==> config.mk <==
export PLATFORM = sky130hd
export DESIGN_NAME = quad_clk_conv
export DESIGN_NICKNAME = d
export VERILOG_FILES = /design/src/rtl/qcc_pkg.sv /design/src/rtl/qcc_filter.sv /design/src/rtl/qcc_decode.sv /design/src/rtl/qcc_pulse.sv /design/src/rtl/quad_clk_conv.sv
export SDC_FILE = /design/constraint.sdc
export NUM_CORES = 1
export LEC_CHECK = 0
export CAP_MARGIN = 20
export CORE_MARGIN = 2
export CORE_UTILIZATION = 25
export DETAILED_ROUTE_END_ITERATION = 7
export GPL_TIMING_DRIVEN = 0
export HOLD_SLACK_MARGIN = 0.02
export PLACE_DENSITY = 0.44
export SLEW_MARGIN = 20
export SYNTH_ARGS = -nofsm -noshare
export SYNTH_HDL_FRONTEND = slang
export SYNTH_SLANG_ARGS = --single-unit
==> constraint.sdc <==
create_clock -name clk -period 1.9 [get_ports clk]
set_input_delay 0.19 -clock clk [delete_from_list [all_inputs] [get_ports clk]]
set_output_delay 0.19 -clock clk [all_outputs]
set_load 0.01 [all_outputs]
==> src/rtl/qcc_pkg.sv <==
package qcc_pkg;

   typedef enum logic [1:0] {
      RES_X1 = 2'd0,
      RES_X2 = 2'd1,
      RES_X4 = 2'd2
   } res_e;

   function automatic res_e decode_res(input logic [1:0] sel);
      if (sel[1])
         return RES_X4;
      else if (sel[0])
         return RES_X2;
      else
         return RES_X1;
   endfunction

endpackage

==> src/rtl/qcc_filter.sv <==
module qcc_filter #(
   parameter int SYNC_STAGES = 2,
   parameter int FILT_LEN    = 4
) (
   input  logic clk,
   input  logic rst,
   input  logic raw,
   output logic filt
);

   initial begin
      assert (SYNC_STAGES >= 2) else $error("SYNC_STAGES must be at least 2");
      assert (FILT_LEN >= 1) else $error("FILT_LEN must be at least 1");
   end

   logic [SYNC_STAGES-1:0] sync_q;
   logic                   s_last;
   logic                   filt_q;

   always_ff @(posedge clk) begin
      if (rst)
         sync_q <= {SYNC_STAGES{raw}};
      else
         sync_q <= {sync_q[SYNC_STAGES-2:0], raw};
   end

   assign s_last = sync_q[SYNC_STAGES-1];

   generate
      if (FILT_LEN == 1) begin : g_direct
         always_ff @(posedge clk) begin
            if (rst)
               filt_q <= raw;
            else
               filt_q <= s_last;
         end
      end else begin : g_count
         localparam int CW = $clog2(FILT_LEN);
         localparam logic [CW-1:0] RUN_LAST = CW'(FILT_LEN - 1);
         logic [CW-1:0] run_q;

         always_ff @(posedge clk) begin
            if (rst) begin
               filt_q <= raw;
               run_q  <= '0;
            end else if (s_last == filt_q) begin
               run_q <= '0;
            end else if (run_q == RUN_LAST) begin
               filt_q <= s_last;
               run_q  <= '0;
            end else begin
               run_q <= run_q + 1'b1;
            end
         end
      end
   endgenerate

   assign filt = filt_q;


   filt_follow_chk: assert property (@(posedge clk) disable iff (rst)
      (filt_q != $past(filt_q)) |-> ($past(s_last) == filt_q));

endmodule

==> src/rtl/qcc_decode.sv <==
module qcc_decode
   import qcc_pkg::*;
(
   input  logic       clk,
   input  logic       rst,
   input  logic       fa,
   input  logic       fb,
   input  logic [1:0] res_mode,
   output logic       evt_valid,
   output logic       evt_up,
   output logic       illegal_err
);

   logic pa_q, pb_q, ill_q;
   logic ea, eb, both, hit;
   res_e res;

   assign ea   = fa ^ pa_q;
   assign eb   = fb ^ pb_q;
   assign both = ea & eb;
   assign res  = decode_res(res_mode);

   always_comb begin
      unique case (res)
         RES_X4:  hit = ea | eb;
         RES_X2:  hit = ea;
         default: hit = ea & fa;
      endcase
   end

   assign evt_valid = hit & ~both;
   // An A edge moves A away from B when A leads; a B edge moves B onto A.
   assign evt_up    = ea ? (fa ^ fb) : ~(fa ^ fb);

   always_ff @(posedge clk) begin
      if (rst) begin
         pa_q  <= fa;
         pb_q  <= fb;
         ill_q <= 1'b0;
      end else begin
         pa_q <= fa;
         pb_q <= fb;
         if (both)
            ill_q <= 1'b1;
      end
   end

   assign illegal_err = ill_q;


   illegal_set_chk: assert property (@(posedge clk) disable iff (rst)
      (ea && eb) |=> illegal_err);


   illegal_sticky_chk: assert property (@(posedge clk) disable iff (rst)
      illegal_err |=> illegal_err);

endmodule

==> src/rtl/qcc_pulse.sv <==
module qcc_pulse #(
   parameter int PW_BITS = 8
) (
   input  logic               clk,
   input  logic               rst,
   input  logic               evt_valid,
   input  logic               evt_up,
   input  logic [PW_BITS-1:0] width,
   output logic               up_n,
   output logic               dn_n,
   output logic               cnt_n,
   output logic               overrun_err
);

   initial begin
      assert (PW_BITS >= 1) else $error("PW_BITS must be at least 1");
   end

   logic [PW_BITS-1:0] left_q;
   logic [PW_BITS-1:0] eff_w;
   logic               dir_q;
   logic               ovr_q;
   logic               busy;

   assign busy  = (left_q != '0);
   assign eff_w = (width == '0) ? PW_BITS'(1) : width;

   always_ff @(posedge clk) begin
      if (rst) begin
         left_q <= '0;
         dir_q  <= 1'b0;
         ovr_q  <= 1'b0;
      end else if (evt_valid && !busy) begin
         left_q <= eff_w;
         dir_q  <= evt_up;
      end else begin
         if (busy)
            left_q <= left_q - 1'b1;
         if (evt_valid)
            ovr_q <= 1'b1;
      end
   end

   assign up_n        = ~(busy & dir_q);
   assign dn_n        = ~(busy & ~dir_q);
   assign cnt_n       = ~busy;
   assign overrun_err = ovr_q;


   pulse_start_chk: assert property (@(posedge clk) disable iff (rst)
      (evt_valid && cnt_n) |=> !cnt_n);


   overrun_set_chk: assert property (@(posedge clk) disable iff (rst)
      (evt_valid && !cnt_n) |=> overrun_err);


   overrun_sticky_chk: assert property (@(posedge clk) disable iff (rst)
      overrun_err |=> overrun_err);


   cnt_cover_chk: assert property (@(posedge clk) disable iff (rst)
      (!up_n || !dn_n) |-> !cnt_n);


   up_dn_excl_chk: assert property (@(posedge clk) disable iff (rst)
      !(!up_n && !dn_n));

endmodule

==> src/rtl/quad_clk_conv.sv <==
module quad_clk_conv #(
   parameter int SYNC_STAGES = 2,
   parameter int FILT_LEN    = 4,
   parameter int PW_BITS     = 8
) (
   input  logic               clk,
   input  logic               rst,
   input  logic               a_in,
   input  logic               b_in,
   input  logic [1:0]         res_mode,
   input  logic [PW_BITS-1:0] pulse_width,
   output logic               up_n,
   output logic               dn_n,
   output logic               cnt_n,
   output logic               illegal_err,
   output logic               overrun_err
);

   localparam int NCH = 2;

   logic [NCH-1:0] raw;
   logic [NCH-1:0] filt;
   logic           evt_valid;
   logic           evt_up;

   assign raw = {b_in, a_in};

   generate
      for (genvar ch = 0; ch < NCH; ch++) begin : g_chan
         qcc_filter #(
            .SYNC_STAGES(SYNC_STAGES),
            .FILT_LEN   (FILT_LEN)
         ) u_filt (
            .clk (clk),
            .rst (rst),
            .raw (raw[ch]),
            .filt(filt[ch])
         );
      end
   endgenerate

   qcc_decode u_dec (
      .clk        (clk),
      .rst        (rst),
      .fa         (filt[0]),
      .fb         (filt[1]),
      .res_mode   (res_mode),
      .evt_valid  (evt_valid),
      .evt_up     (evt_up),
      .illegal_err(illegal_err)
   );

   qcc_pulse #(
      .PW_BITS(PW_BITS)
   ) u_pulse (
      .clk        (clk),
      .rst        (rst),
      .evt_valid  (evt_valid),
      .evt_up     (evt_up),
      .width      (pulse_width),
      .up_n       (up_n),
      .dn_n       (dn_n),
      .cnt_n      (cnt_n),
      .overrun_err(overrun_err)
   );


   reset_idle_chk: assert property (@(posedge clk)
      $past(rst) |-> (up_n && dn_n && cnt_n && !illegal_err && !overrun_err));

endmodule

# After elaboration in Yosys (flattened, before gate mapping)
# Cells that the tools add are included.
[word_totals]
reg_bits = 23
wordCells = 66
[op_classes]
n_bitwise = 16
reduce_logical = 12
mux = 15
eq_ne = 8
addsub = 3
[ops]
columns = ["cell", "count"]
rows = [
  ["2-to-1 mux 8 bit", 3],
  ["zero test 8 bit", 1],
  ["2-to-1 mux 1 bit", 8],
  ["nonzero test 8 bit", 1],
  ["subtractor 8 x 1 -> 8 bit, second input constant", 1],
  ["inverter 1 bit", 7],
  ["equality test 2 bit, second input constant", 3],
  ["2-to-1 mux 2 bit", 3],
  ["AND reduction 2 bit", 3],
  ["nonzero test 2 bit", 3],
  ["OR reduction 3 bit", 2],
  ["AND 1 bit", 5],
  ["adder 2 x 1 -> 2 bit, second input constant", 2],
  ["inequality test 2 bit, second input constant", 2],
  ["bitwise XOR 1 bit", 3],
  ["equality test 1 bit", 2],
  ["equality test 2 x 1 -> 1 bit, second input constant", 1],
  ["one-hot mux 1 bit (2 select lines)", 1],
  ["logical AND 1 bit", 1],
  ["zero test 1 bit", 1],
  ["OR 1 bit", 1],
]

# Logic depth before layout (Yosys ltp)
# Gate-level depths: netlist (run 1).
[logic_depth]
depth_word = 8
mapped_depth = 8
ltp_nobuf = 7

# Modules after synthesis
# A second synthesis (run 1) with hierarchy kept.
[unflattened]
hier_cells = 115
area_unflattened_um2 = 1123.6
[by_module_without_submodules]
columns = ["module", "instances", "area_each_um2", "cells_each"]
rows = [
  ["qcc_pulse", 1, 605.6, 68],
  ["qcc_filter", 2, 185.2, 16],
  ["qcc_decode", 1, 147.6, 15],
]

# Worst setup path before layout (run 1)
# OpenSTA, ideal clock, no wires.
[synth_timing]
kind = "register to register"
from = "register u_pulse.left_q[4]"
to = "register u_pulse.dir_q"
path_buffers = 1
setup_slack_ps = -53
stages_incl_launch_ff = 7
arrival_ps = 1826
synth_period_minus_slack_ps = 1953
cell_sequence = "dfxtp_1 > or4_4 > or3_1 > buf_2 > nor3_4 > mux2i_1 > nor2_1"
[synth_between]
elab_chain_cells = 3
[synth_rtl]
columns = ["element", "line_no", "source"]
rows = [
  ["start: declaration", "qcc_pulse.sv:19", "logic [PW_BITS-1:0] left_q;"],
  ["start signal: assignment", "qcc_pulse.sv:34", "left_q <= eff_w;"],
  ["start signal: assignment", "qcc_pulse.sv:38", "left_q <= left_q - 1'b1;"],
  ["nonzero test 8 bit", "qcc_pulse.sv:25", "assign busy = (left_q != '0);"],
  ["zero test 1 bit", "qcc_pulse.sv:33", "end else if (evt_valid && !busy) begin"],
  ["logical AND 1 bit", "qcc_pulse.sv:33", ""],
  ["end signal: assignment", "qcc_pulse.sv:35", "dir_q <= evt_up;"],
  ["end: declaration", "qcc_pulse.sv:21", "logic dir_q;"],
]
# No other way between the ends.
# A chain may end at the register's enable or synchronous reset.

# Worst setup path in the final report (run 1)
[layout_timing]
from = "register u_pulse.left_q[5]"
to = "register u_pulse.dir_q"
# Same word-level chain as after synthesis.

==> out/results.txt, run 1 <==
Final hold vios: 0
Antenna Nets Post-Route: 0
Synth top area share: 39.62%
Hold EP: g_chan[1].u_filt.sync_q[0]
Die area: 4781 µm²
DP HPWL: 1.640 mm
Cell Area, Synth: 1061 µm²
DRT met1 WL: 1.026 mm
Critical Path AT: 2.19 ns
R2r endpoint: u_pulse.dir_q
VDD IR-drop max: 0.0004922 V
Worst setup SP type: flip-flop
Peak Freq: 0.4870 GHz
GRT Util Overall: 10.19%
Final WS setup: -0.1534 ns
Placeable Area: 4029 µm²
Post-synthesis sequential area ratio: 45.28%
Seq cells post-synth: 23
Initial DRC Count: 51
Status: finished, violations left
Slowest stage delay, CP: 0.54 ns
Placer Congestion: 0.8395
DR top layer: met4
Total power: 1.982 mW
Cts bufs inserted: 3
Clock share of power: 15.2%
TritonRoute pass-1 iters: 4
IO Port Bufs: 18
Layout cell share with drive strength beyond 1: 21.92%
Worst R2R Path Depth: 7
Chip height: 69.15 µm
Fillers: 428
CTS tree: built
Hold Crit Class: in -> reg
Logic pwr share: 50.3%
DIE WIDTH: 69.15 µm
CP max FO: 4
Worst-Margin Slew: 0.5309 ns
Hold Slack: 0.3932 ns
Clock-pin slew on the worst setup and hold paths: 0.08 ns
Clock buffer depth: 2
Worst EP required: 2.04 ns
Leak Pwr: 0.5784 nW
NumNets Final: 166
# IOs: 19
RSZ-0062 raised after global routing: true
Sink Count: 23
Hold_sp: b_in
Routed wl met2: 1.112 mm
Crit path buf inv count: 2
Routed Wire Length: 2.295 mm
Met3 WL post-DR: 117 µm
Initial antenna violation count: 0
Yosys warns: 0
CP cell instances: or4_4, or3_1, buf_6, buf_12, nor3_4, mux2i_1, nor2_1
R2r startpoint: u_pulse.left_q[5]
Area growth syn-to-layout: 38.68%
Pint: 1.271 mW
Final Skew: 0.002582 ns
Max cap viols: 0
Row cnt: 23
Routed WL per cell: 11.71 µm
Root Driver: clkbuf_8
Switching share of total power: 35.85%
Sequential Power Share: 34.5%
Slowest library cell on the worst path: or4_4
Fin util: 36.52%
Vias per inst: 4.628
Cells after synthesis: 115
Number of diodes: 0
Clock latency on the worst-skew pair: 0.26 ns
Slew Limit Fails: 0
Syn avg cell area: 9.226 µm²
Initial Utilization: 26.34%
Remaining DRCs: 0
Power per Cell Area: 1347 nW/µm²
First-pass GRT wire length: 4.036 mm
CP Capture Type: flip-flop
Net Switching: 710.6 µW
CP Class: reg -> reg
Largest net degree at the start of global routing: 14
Area contributors post-synth: dfxtp_1, ha_1, xnor2_1, edfxtp_1, nor2_1
Hold Buf Count CTS: 0
GR Overflow Total: 0
Vias in the first global route: 898
Unique masters post-synth: 32
Min cycle time layout: 2.053 ns
Slew HR: 64.61%
Hold Path Depth: 1
Final setup violating endpoints: 8
Htree depth: 1
Fin crit share: 108.1%
Failing checks: setup timing
Largest delay share family, worst path: simple AND/OR/NAND/NOR gates
Syn Nets: 134
Via count: 907
Worst R2R Setup Slack: -0.15 ns
Leading area contributor after synthesis: dfxtp_1
## power groups by stage
stage | Combinational (mW) | Clock [mW] | Sequential, mW
after floorplan | 0.560 | 0 | 0.671
after global placement | 0.776 | 0 | 0.692
after detailed placement | 0.777 | 0 | 0.692
after CTS | 0.928 | 0.324 | 0.679
after global routing | 1.11 | 0.338 | 0.696
final | 0.997 | 0.301 | 0.684
## cells in the final DEF, fill, tap and decap left out, types with 2 or more instances in the layout
cell type,n
nand3_1,3
o211ai_1,2
nor4_1,4
o21ai_0,4
nor4b_1,2
dfxtp_1,18
nor2_1,10
clkbuf_1,2
clkdlybuf4s50_1,15
nor3_1,3
clkbuf_8,3
a221oi_2,2
mux2i_1,3
buf_4,8
or2_2,2
xnor2_1,7
o21bai_1,2
a21oi_1,5
inv_1,10
nor3_4,2
edfxtp_1,2
nand2b_1,2
buf_2,2
ha_1,4
nand2_1,9
dfxtp_2,3
## cell usage after synthesis (all sizes together)
master / instances
buf: 1
or2: 2
edfxtp: 2
nand2: 9
xnor2: 7
nor4: 4
a211oi: 1
or4: 2
nand3: 3
o211ai: 2
nand4b: 1
nor2: 11
o21ai: 4
mux2i: 4
a311oi: 1
ha: 5
nor4b: 2
a221oi: 2
nor3: 5
clkbuf: 2
dfxtp: 21
and2: 1
a21o: 1
nand2b: 2
a31oi: 1
a21oi: 6
o21bai: 2
inv: 10
or3: 1
## how the worst max path moves through the flow
stage,startpoint,endpoint,slack [ns],depth (start not counted)
6_report,u_pulse.left_q[5],u_pulse.dir_q,-0.15,7
5_1_grt,u_pulse.left_q[5],u_pulse.dir_q,-0.23,7
4_1_cts,u_pulse.left_q[5],u_pulse.dir_q,-0.18,7
3_5_place_dp,u_pulse.left_q[4],cnt_n,-0.37,3
3_3_place_gp,u_pulse.left_q[4],cnt_n,-0.38,3
2_1_floorplan,u_pulse.left_q[4],u_pulse.dir_q,0.01,6
## metal layers
metal  GRT usage [%]  vias to the layer above
li1                -                      467
met1           12.34                      414
met2           17.20                       22
met3           3.509                        4
met4           2.614                        0
met5               0                        -
## metrics by stage
stage / std cells / setup TNS, ns / area, µm² / setup WS (ns)
final: 196 / -0.7034 / 1471 / -0.1534
after global routing: 196 / -1.241 / 1471 / -0.2342
after CTS: 193 / -0.9260 / 1425 / -0.1823
after detailed placement: 183 / -1.517 / 1306 / -0.3719
after global placement: 183 / -1.504 / 1306 / -0.3781
after floorplan: 115 / 0 / 1064 / 0.01408
## repair_timing
action	4_1_cts	5_1_grt
buffers inserted	6	3
gates cloned	0	0
gates resized for setup	16	8
setup endpoints to repair	10	12
pin swaps	7	4
## cells by family (layout without fill, tap and decap cells)
family          after synthesis  in the layout  share of synthesized area, %
simple gates                 43             43                         22.52
flops                        23             23                         45.28
compound gates               20             20                         12.03
buf+inv                      13             44                         4.717
xor+xnor                      7              7                         5.778
fa+ha+maj                     5              5                         5.896
mux                           4              4                         3.774
## cell type report
class,instances,area [µm²],share of cell area (%)
Clock buffer,3,41.29,2.806
Clock inverter,1,5.005,0.3401
Timing Repair Buffer,27,245.2,16.67
Buffer,3,18.77,1.276
Multi-Input combinational cell,79,576.8,39.20
Sequential cell,23,484.2,32.91
Tap cell,50,62.56,4.252
Inverter,10,37.54,2.551
## registers in the layout, indices dropped and copies added (netlist names)
register,cells
u_pulse.left_q,8
g_chan.u_filt.g_count.run_q,4
g_chan.u_filt.sync_q,4
g_chan.u_filt.filt,2
u_dec.illegal_err,1
u_dec.pa_q,1
u_dec.pb_q,1
u_pulse.dir_q,1
u_pulse.overrun_err,1
Note: power is estimated with default switching activity, not from simulation.
==> inputs of run 2 (changes only) <==
--- a/config.mk
+++ b/config.mk
@@ -6,12 +6,13 @@
 export NUM_CORES = 1
 export LEC_CHECK = 0
 export CAP_MARGIN = 20
+export CORE_ASPECT_RATIO = 2
 export CORE_MARGIN = 2
 export CORE_UTILIZATION = 25
 export DETAILED_ROUTE_END_ITERATION = 7
 export GPL_TIMING_DRIVEN = 0
 export HOLD_SLACK_MARGIN = 0.02
-export PLACE_DENSITY = 0.44
+export PLACE_DENSITY = 0.42
 export SLEW_MARGIN = 20
 export SYNTH_ARGS = -nofsm -noshare
 export SYNTH_HDL_FRONTEND = slang
==> constraint.sdc (replaced) <==
create_clock -name clk -period 2.2 [get_ports clk]
set_input_delay 0.22 -clock clk [delete_from_list [all_inputs] [get_ports clk]]
set_output_delay 0.22 -clock clk [all_outputs]
set_load 0.01 [all_outputs]
==> run 2 against run 1 <==
Net effect:
- largest power group unchanged
- critical path type is now reg -> out
- critical endpoint is now dn_n
- highest routed layer unchanged
- the flow now finishes without violations
- final area shrank 6.9%
- critical path depth shrank 2
- utilization shrank 3.0 points
- combinational power shrank 28%
- clock-buffer cell count grew 1
==> out/results.txt, run 2 (same netlist as run 1, synthesis figures left out) <==
GRT Util Overall: 11.59%
Crit path buf inv count: 2
Placer Congestion: 0.7096
TritonRoute pass-1 iters: 4
CP cell instances: or4_4, or3_1, buf_6, nand2b_1, buf_2
Via count: 867
Final setup violating endpoints: 0
Worst setup SP type: flip-flop
Placed cells: 185
Number of diodes: 0
VDD IR-drop max: 0.0006233 V
Vias in the first global route: 900
Vias per inst: 4.563
DIE WIDTH: 50.07 µm
Layout cell share with drive strength beyond 1: 10.87%
Final hold vios: 0
Hold Buf Count CTS: 0
Cts bufs inserted: 3
Initial Utilization: 25.96%
Antenna Nets Post-Route: 0
Sink Count: 23
Fin crit share: 94.17%
IO Port Bufs: 18
Critical Path AT: 1.85 ns
Hold Crit Class: in -> reg
CP max FO: 8
Status: complete, no violations
DP HPWL: 1.942 mm
Routed Wire Length: 2.459 mm
Slew HR: 66.85%
Largest delay share family, worst path: simple AND/OR/NAND/NOR gates
Row cnt: 33
Placeable Area: 4088 µm²
Remaining DRCs: 0
Die area: 4813 µm²
Min cycle time layout: 2.072 ns
First-pass GRT wire length: 4.071 mm
Largest Register: u_pulse.left_q
Design area: 1370 µm²
Post-DP Area: 1306 µm²
Most common cell after layout, fill and taps aside: dfxtp_1
Clock-pin slew on the worst setup and hold paths: 0.08 ns
Routed WL per cell: 12.94 µm
Area growth syn-to-layout: 29.13%
CP Class: reg -> out
Peak Freq: 0.4827 GHz
Slowest stage delay, CP: 0.57 ns
Post-route non-filler standard cell count: 190
Chip height: 96.13 µm
Worst-Margin Slew: 0.4954 ns
Final TNS setup: 0 ns
Final Skew: 0.002908 ns
Slew Limit Fails: 0
Largest regs: u_pulse.left_q: 8 flops, g_chan.u_filt.g_count.run_q: 4 flops, g_chan.u_filt.sync_q: 4 flops
Leak Pwr: 0.5415 nW
Clock latency on the worst-skew pair: 0.26 ns
RSZ-0062 raised after global routing: false
Max reg flops: 8
Root Driver: clkbuf_8
# IOs: 19
GR Overflow Total: 0
Initial antenna violation count: 0
NumNets Final: 158
Hold Slack: 0.4219 ns
Clock buffer depth: 2
Slowest library cell on the worst path: or4_4
Max cap viols: 0
Initial DRC Count: 15
Fin util: 33.52%
Largest net degree at the start of global routing: 13
Worst EP required: 1.98 ns
CP Capture Type: primary output
CTS tree: built
Most frequent cells in the layout: dfxtp_1, clkdlybuf4s50_1, nor2_1
Power per Cell Area: 1146 nW/µm²
Htree depth: 1
run 2: layer usage:
| metal | part of all wire [%] | global-route usage, % | up-vias |
|---|---|---|---|
| met4 | 2.2 | 6.250 | 0 |
| li1 | - | - | 445 |
| met2 | 57 | 23.79 | 18 |
| met5 | 0 | 0 | - |
| met1 | 37 | 10.15 | 399 |
| met3 | 3.4 | 1.708 | 5 |
run 2: area by class of cell:
class                   count  area (µm²)
inverters                  10       37.54
fillers                   432        2718
repair buffers             19       180.2
multi-input cells          79       540.5
clock buffers               4       45.04
plain buffers               3       18.77
well taps                  52       65.06
flip-flops and latches     23       483.0
run 2: through the flow:
step,total power [mW],worst slack (ns)
after floorplan,1.060,0.2467
after detailed placement,1.287,-0.1351
after CTS,1.606,0.004627
final,1.570,0.1282
after global placement,1.278,-0.1196
after global routing,1.688,0.01387
run 2: what timing repair did:
action | CTS | global route
gates cloned | 0 | 0
pin swaps | 3 | 0
endpoints found under the setup margin | 3 | 4
setup buffers | 1 | 0
resized for setup | 9 | 5
run 2: final timing paths:
| check | startpoint | end | slack [ns] | cells after the start |
|---|---|---|---|---|
| hold reg to reg | g_chan[1].u_filt.g_count.run_q[0] | g_chan[1].u_filt.g_count.run_q[0] | 0.44 | 1 |
| setup reg to reg | u_pulse.left_q[5] | u_pulse.dir_q | 0.15 | 6 |
| hold / removal | a_in | g_chan[0].u_filt.sync_q[0] | 0.42 | 1 |
| setup / recovery | u_pulse.left_q[5] | dn_n | 0.13 | 5 |
run 2: power breakdown:
part           total [mW]  internal [mW]  switching [mW]  leakage [nW]
Sequential          0.592          0.513          0.0797         0.195
Clock               0.264          0.129           0.135        0.0228
Combinational       0.713          0.347           0.366         0.324
Total                1.57          0.989           0.580         0.542
==> inputs of run 3 (changes only) <==
--- a/config.mk
+++ b/config.mk
@@ -6,7 +6,7 @@
 export NUM_CORES = 1
 export LEC_CHECK = 0
 export CAP_MARGIN = 20
-export CORE_ASPECT_RATIO = 2
+export CORE_ASPECT_RATIO = 1.75
 export CORE_MARGIN = 2
 export CORE_UTILIZATION = 25
 export DETAILED_ROUTE_END_ITERATION = 7
==> run 3 against run 2 <==
Net effect:
- critical path depth is the same
- clock skew is 0.00053 ns lower
- global-route usage shrank 0.68 points
- first-iteration DRC count is 27% lower
- via count up 4.0%
- worst hold slack improved by 0.011 ns
- sequential cell count unchanged
- final area is 0.82% higher
- clock-buffer cell count is 1 lower
- power up 0.57%
- largest cell class unchanged
- critical endpoint unchanged
- sequential share of layout area is 0.38 points lower
- setup slack improved by 0.0073 ns
==> out/results.txt, run 3 (same netlist as run 1, synthesis figures left out) <==
Hold Buf Count CTS: 0
Clock buffer depth: 2
Clock latency on the worst-skew pair: 0.26 ns
Placer Congestion: 0.7036
Power per Cell Area: 1143 nW/µm²
Max cap viols: 0
Initial Utilization: 25.81%
IO Port Bufs: 18
Placeable Area: 4111 µm²
Worst EP required: 1.98 ns
Peak Freq: 0.4844 GHz
CP endpoint: dn_n
Htree depth: 1
Status: complete, no violations
Total power: 1.579 mW
Worst-Margin Slew: 0.4754 ns
Area of the multi-input gates: 544.3 µm²
Routed WL per cell: 12.71 µm
Fillers: 474
CP Class: reg -> out
Final hold vios: 0
Min cycle time layout: 2.065 ns
Sink Count: 23
Cts bufs inserted: 3
Vias in the first global route: 912
R2r endpoint: u_pulse.dir_q
Remaining DRCs: 0
Clock-pin slew on the worst setup and hold paths: 0.08 ns
Largest net degree at the start of global routing: 14
Initial antenna violation count: 0
Critical Path AT: 1.84 ns
Row cnt: 31
Root Driver: clkbuf_8
Routed Wire Length: 2.403 mm
First-pass GRT wire length: 3.939 mm
Hold Crit Class: in -> reg
Largest Register: u_pulse.left_q
Worst setup startpoint: u_pulse.left_q[3]
# IOs: 19
Max reg flops: 8
Fin crit share: 93.84%
Worst R2R Setup Slack: 0.15 ns
Most common cell after layout, fill and taps aside: dfxtp_1
GRT Util Overall: 10.91%
Vias per inst: 4.772
Sequential cell area: 481.7 µm²
R2r startpoint: u_pulse.left_q[3]
Initial DRC Count: 11
Setup WS pre-CTS: -0.09556 ns
Via count: 902
Chip height: 90.18 µm
Final setup violating endpoints: 0
Slew Limit Fails: 0
DP HPWL: 1.875 mm
Antenna Nets Post-Route: 0
Layout cell share with drive strength beyond 1: 12.86%
CTS tree: built
CP max FO: 8
NumNets Final: 160
Number of diodes: 0
DIE WIDTH: 53.25 µm
RSZ-0062 raised after global routing: false
Largest regs: u_pulse.left_q: 8 flops, g_chan.u_filt.g_count.run_q: 4 flops, g_chan.u_filt.sync_q: 4 flops
Final WS setup: 0.1355 ns
Most frequent cells in the layout: dfxtp_1, clkdlybuf4s50_1, nor2_1
Worst R2R Path Depth: 6
VDD IR-drop max: 0.0004407 V
Die area: 4802 µm²
Worst setup SP type: flip-flop
TritonRoute pass-1 iters: 4
CP Capture Type: primary output
Area growth syn-to-layout: 30.19%
GR Overflow Total: 0
Leak Pwr: 0.5399 nW
Slew HR: 68.19%
Final Skew: 0.002374 ns
-- run 3: changes by cell type in the layout (fill, tap and decap cells not counted) --
cell / previous run / this run
clkinv_2: 0 / 1
mux2i_2: 0 / 1
clkbuf_1: 3 / 2
dlymetal6s2s_1: 1 / 0
buf_4: 1 / 3
dlygate4sd2_1: 0 / 1
dfxtp_1: 19 / 20
dfxtp_2: 2 / 1
mux2i_1: 4 / 3
-- run 3: power by group --
group	switching (mW)	internal [mW]
clock network	0.130	0.126
registers	0.0784	0.512
logic	0.366	0.366
total	0.574	1.00
-- run 3: layout make-up --
type	count	area share (%)
multi-input cells	79	39.40
flip-flops and latches	23	34.87
repair buffers	21	13.86
well taps	49	4.438
clock buffers	3	2.989
inverters	10	2.717
plain buffers	3	1.359
clock inverters	1	0.3623
-- run 3: worst max-delay path, cell delays in order (launching register included) --
cell      delay, ns
dfxtp_2        0.34
or4_4          0.55
or3_1          0.34
buf_6          0.15
nand2b_1       0.07
buf_2          0.12
-- run 3: worst min-delay path by stage --
stage | start | to | slack [ns] | cells past startpoint
after floorplan | a_in | g_chan[0].u_filt.sync_q[0] | 0.25 | 0
after global placement | g_chan[1].u_filt.g_count.run_q[0] | g_chan[1].u_filt.g_count.run_q[0] | 0.42 | 1
after detailed placement | g_chan[0].u_filt.g_count.run_q[0] | g_chan[0].u_filt.g_count.run_q[0] | 0.43 | 1
after CTS | b_in | g_chan[1].u_filt.sync_q[0] | 0.43 | 1
after global routing | b_in | g_chan[1].u_filt.sync_q[0] | 0.44 | 1
final | a_in | g_chan[0].u_filt.sync_q[0] | 0.43 | 1
-- run 3: timing repair --
| action | CTS | global route |
|---|---|---|
| buffers inserted | 2 | 1 |
| resized for setup | 9 | 5 |
| pin swaps | 3 | 0 |
| setup endpoints to repair | 3 | 3 |
-- run 3: per-layer routing --
metal | track usage (%) | wire, µm
met5 | 0 | 0
met4 | 4.487 | 42
met3 | 1.993 | 112
met2 | 19.96 | 1322
met1 | 11.34 | 926
-- run 3: per-stage QoR --
stage,instance area (µm²),std cells,TNS (ns),utilization (%),hold WS (ns)
after global placement,1303,182,-0.2773,31.68,0.4173
after CTS,1376,188,0,33.48,0.4315
after floorplan,1061,115,0,-,0.2477
final,1381,189,0,33.60,0.4329
after global routing,1381,189,0,33.60,0.4396
after detailed placement,1303,182,-0.2371,31.68,0.4288
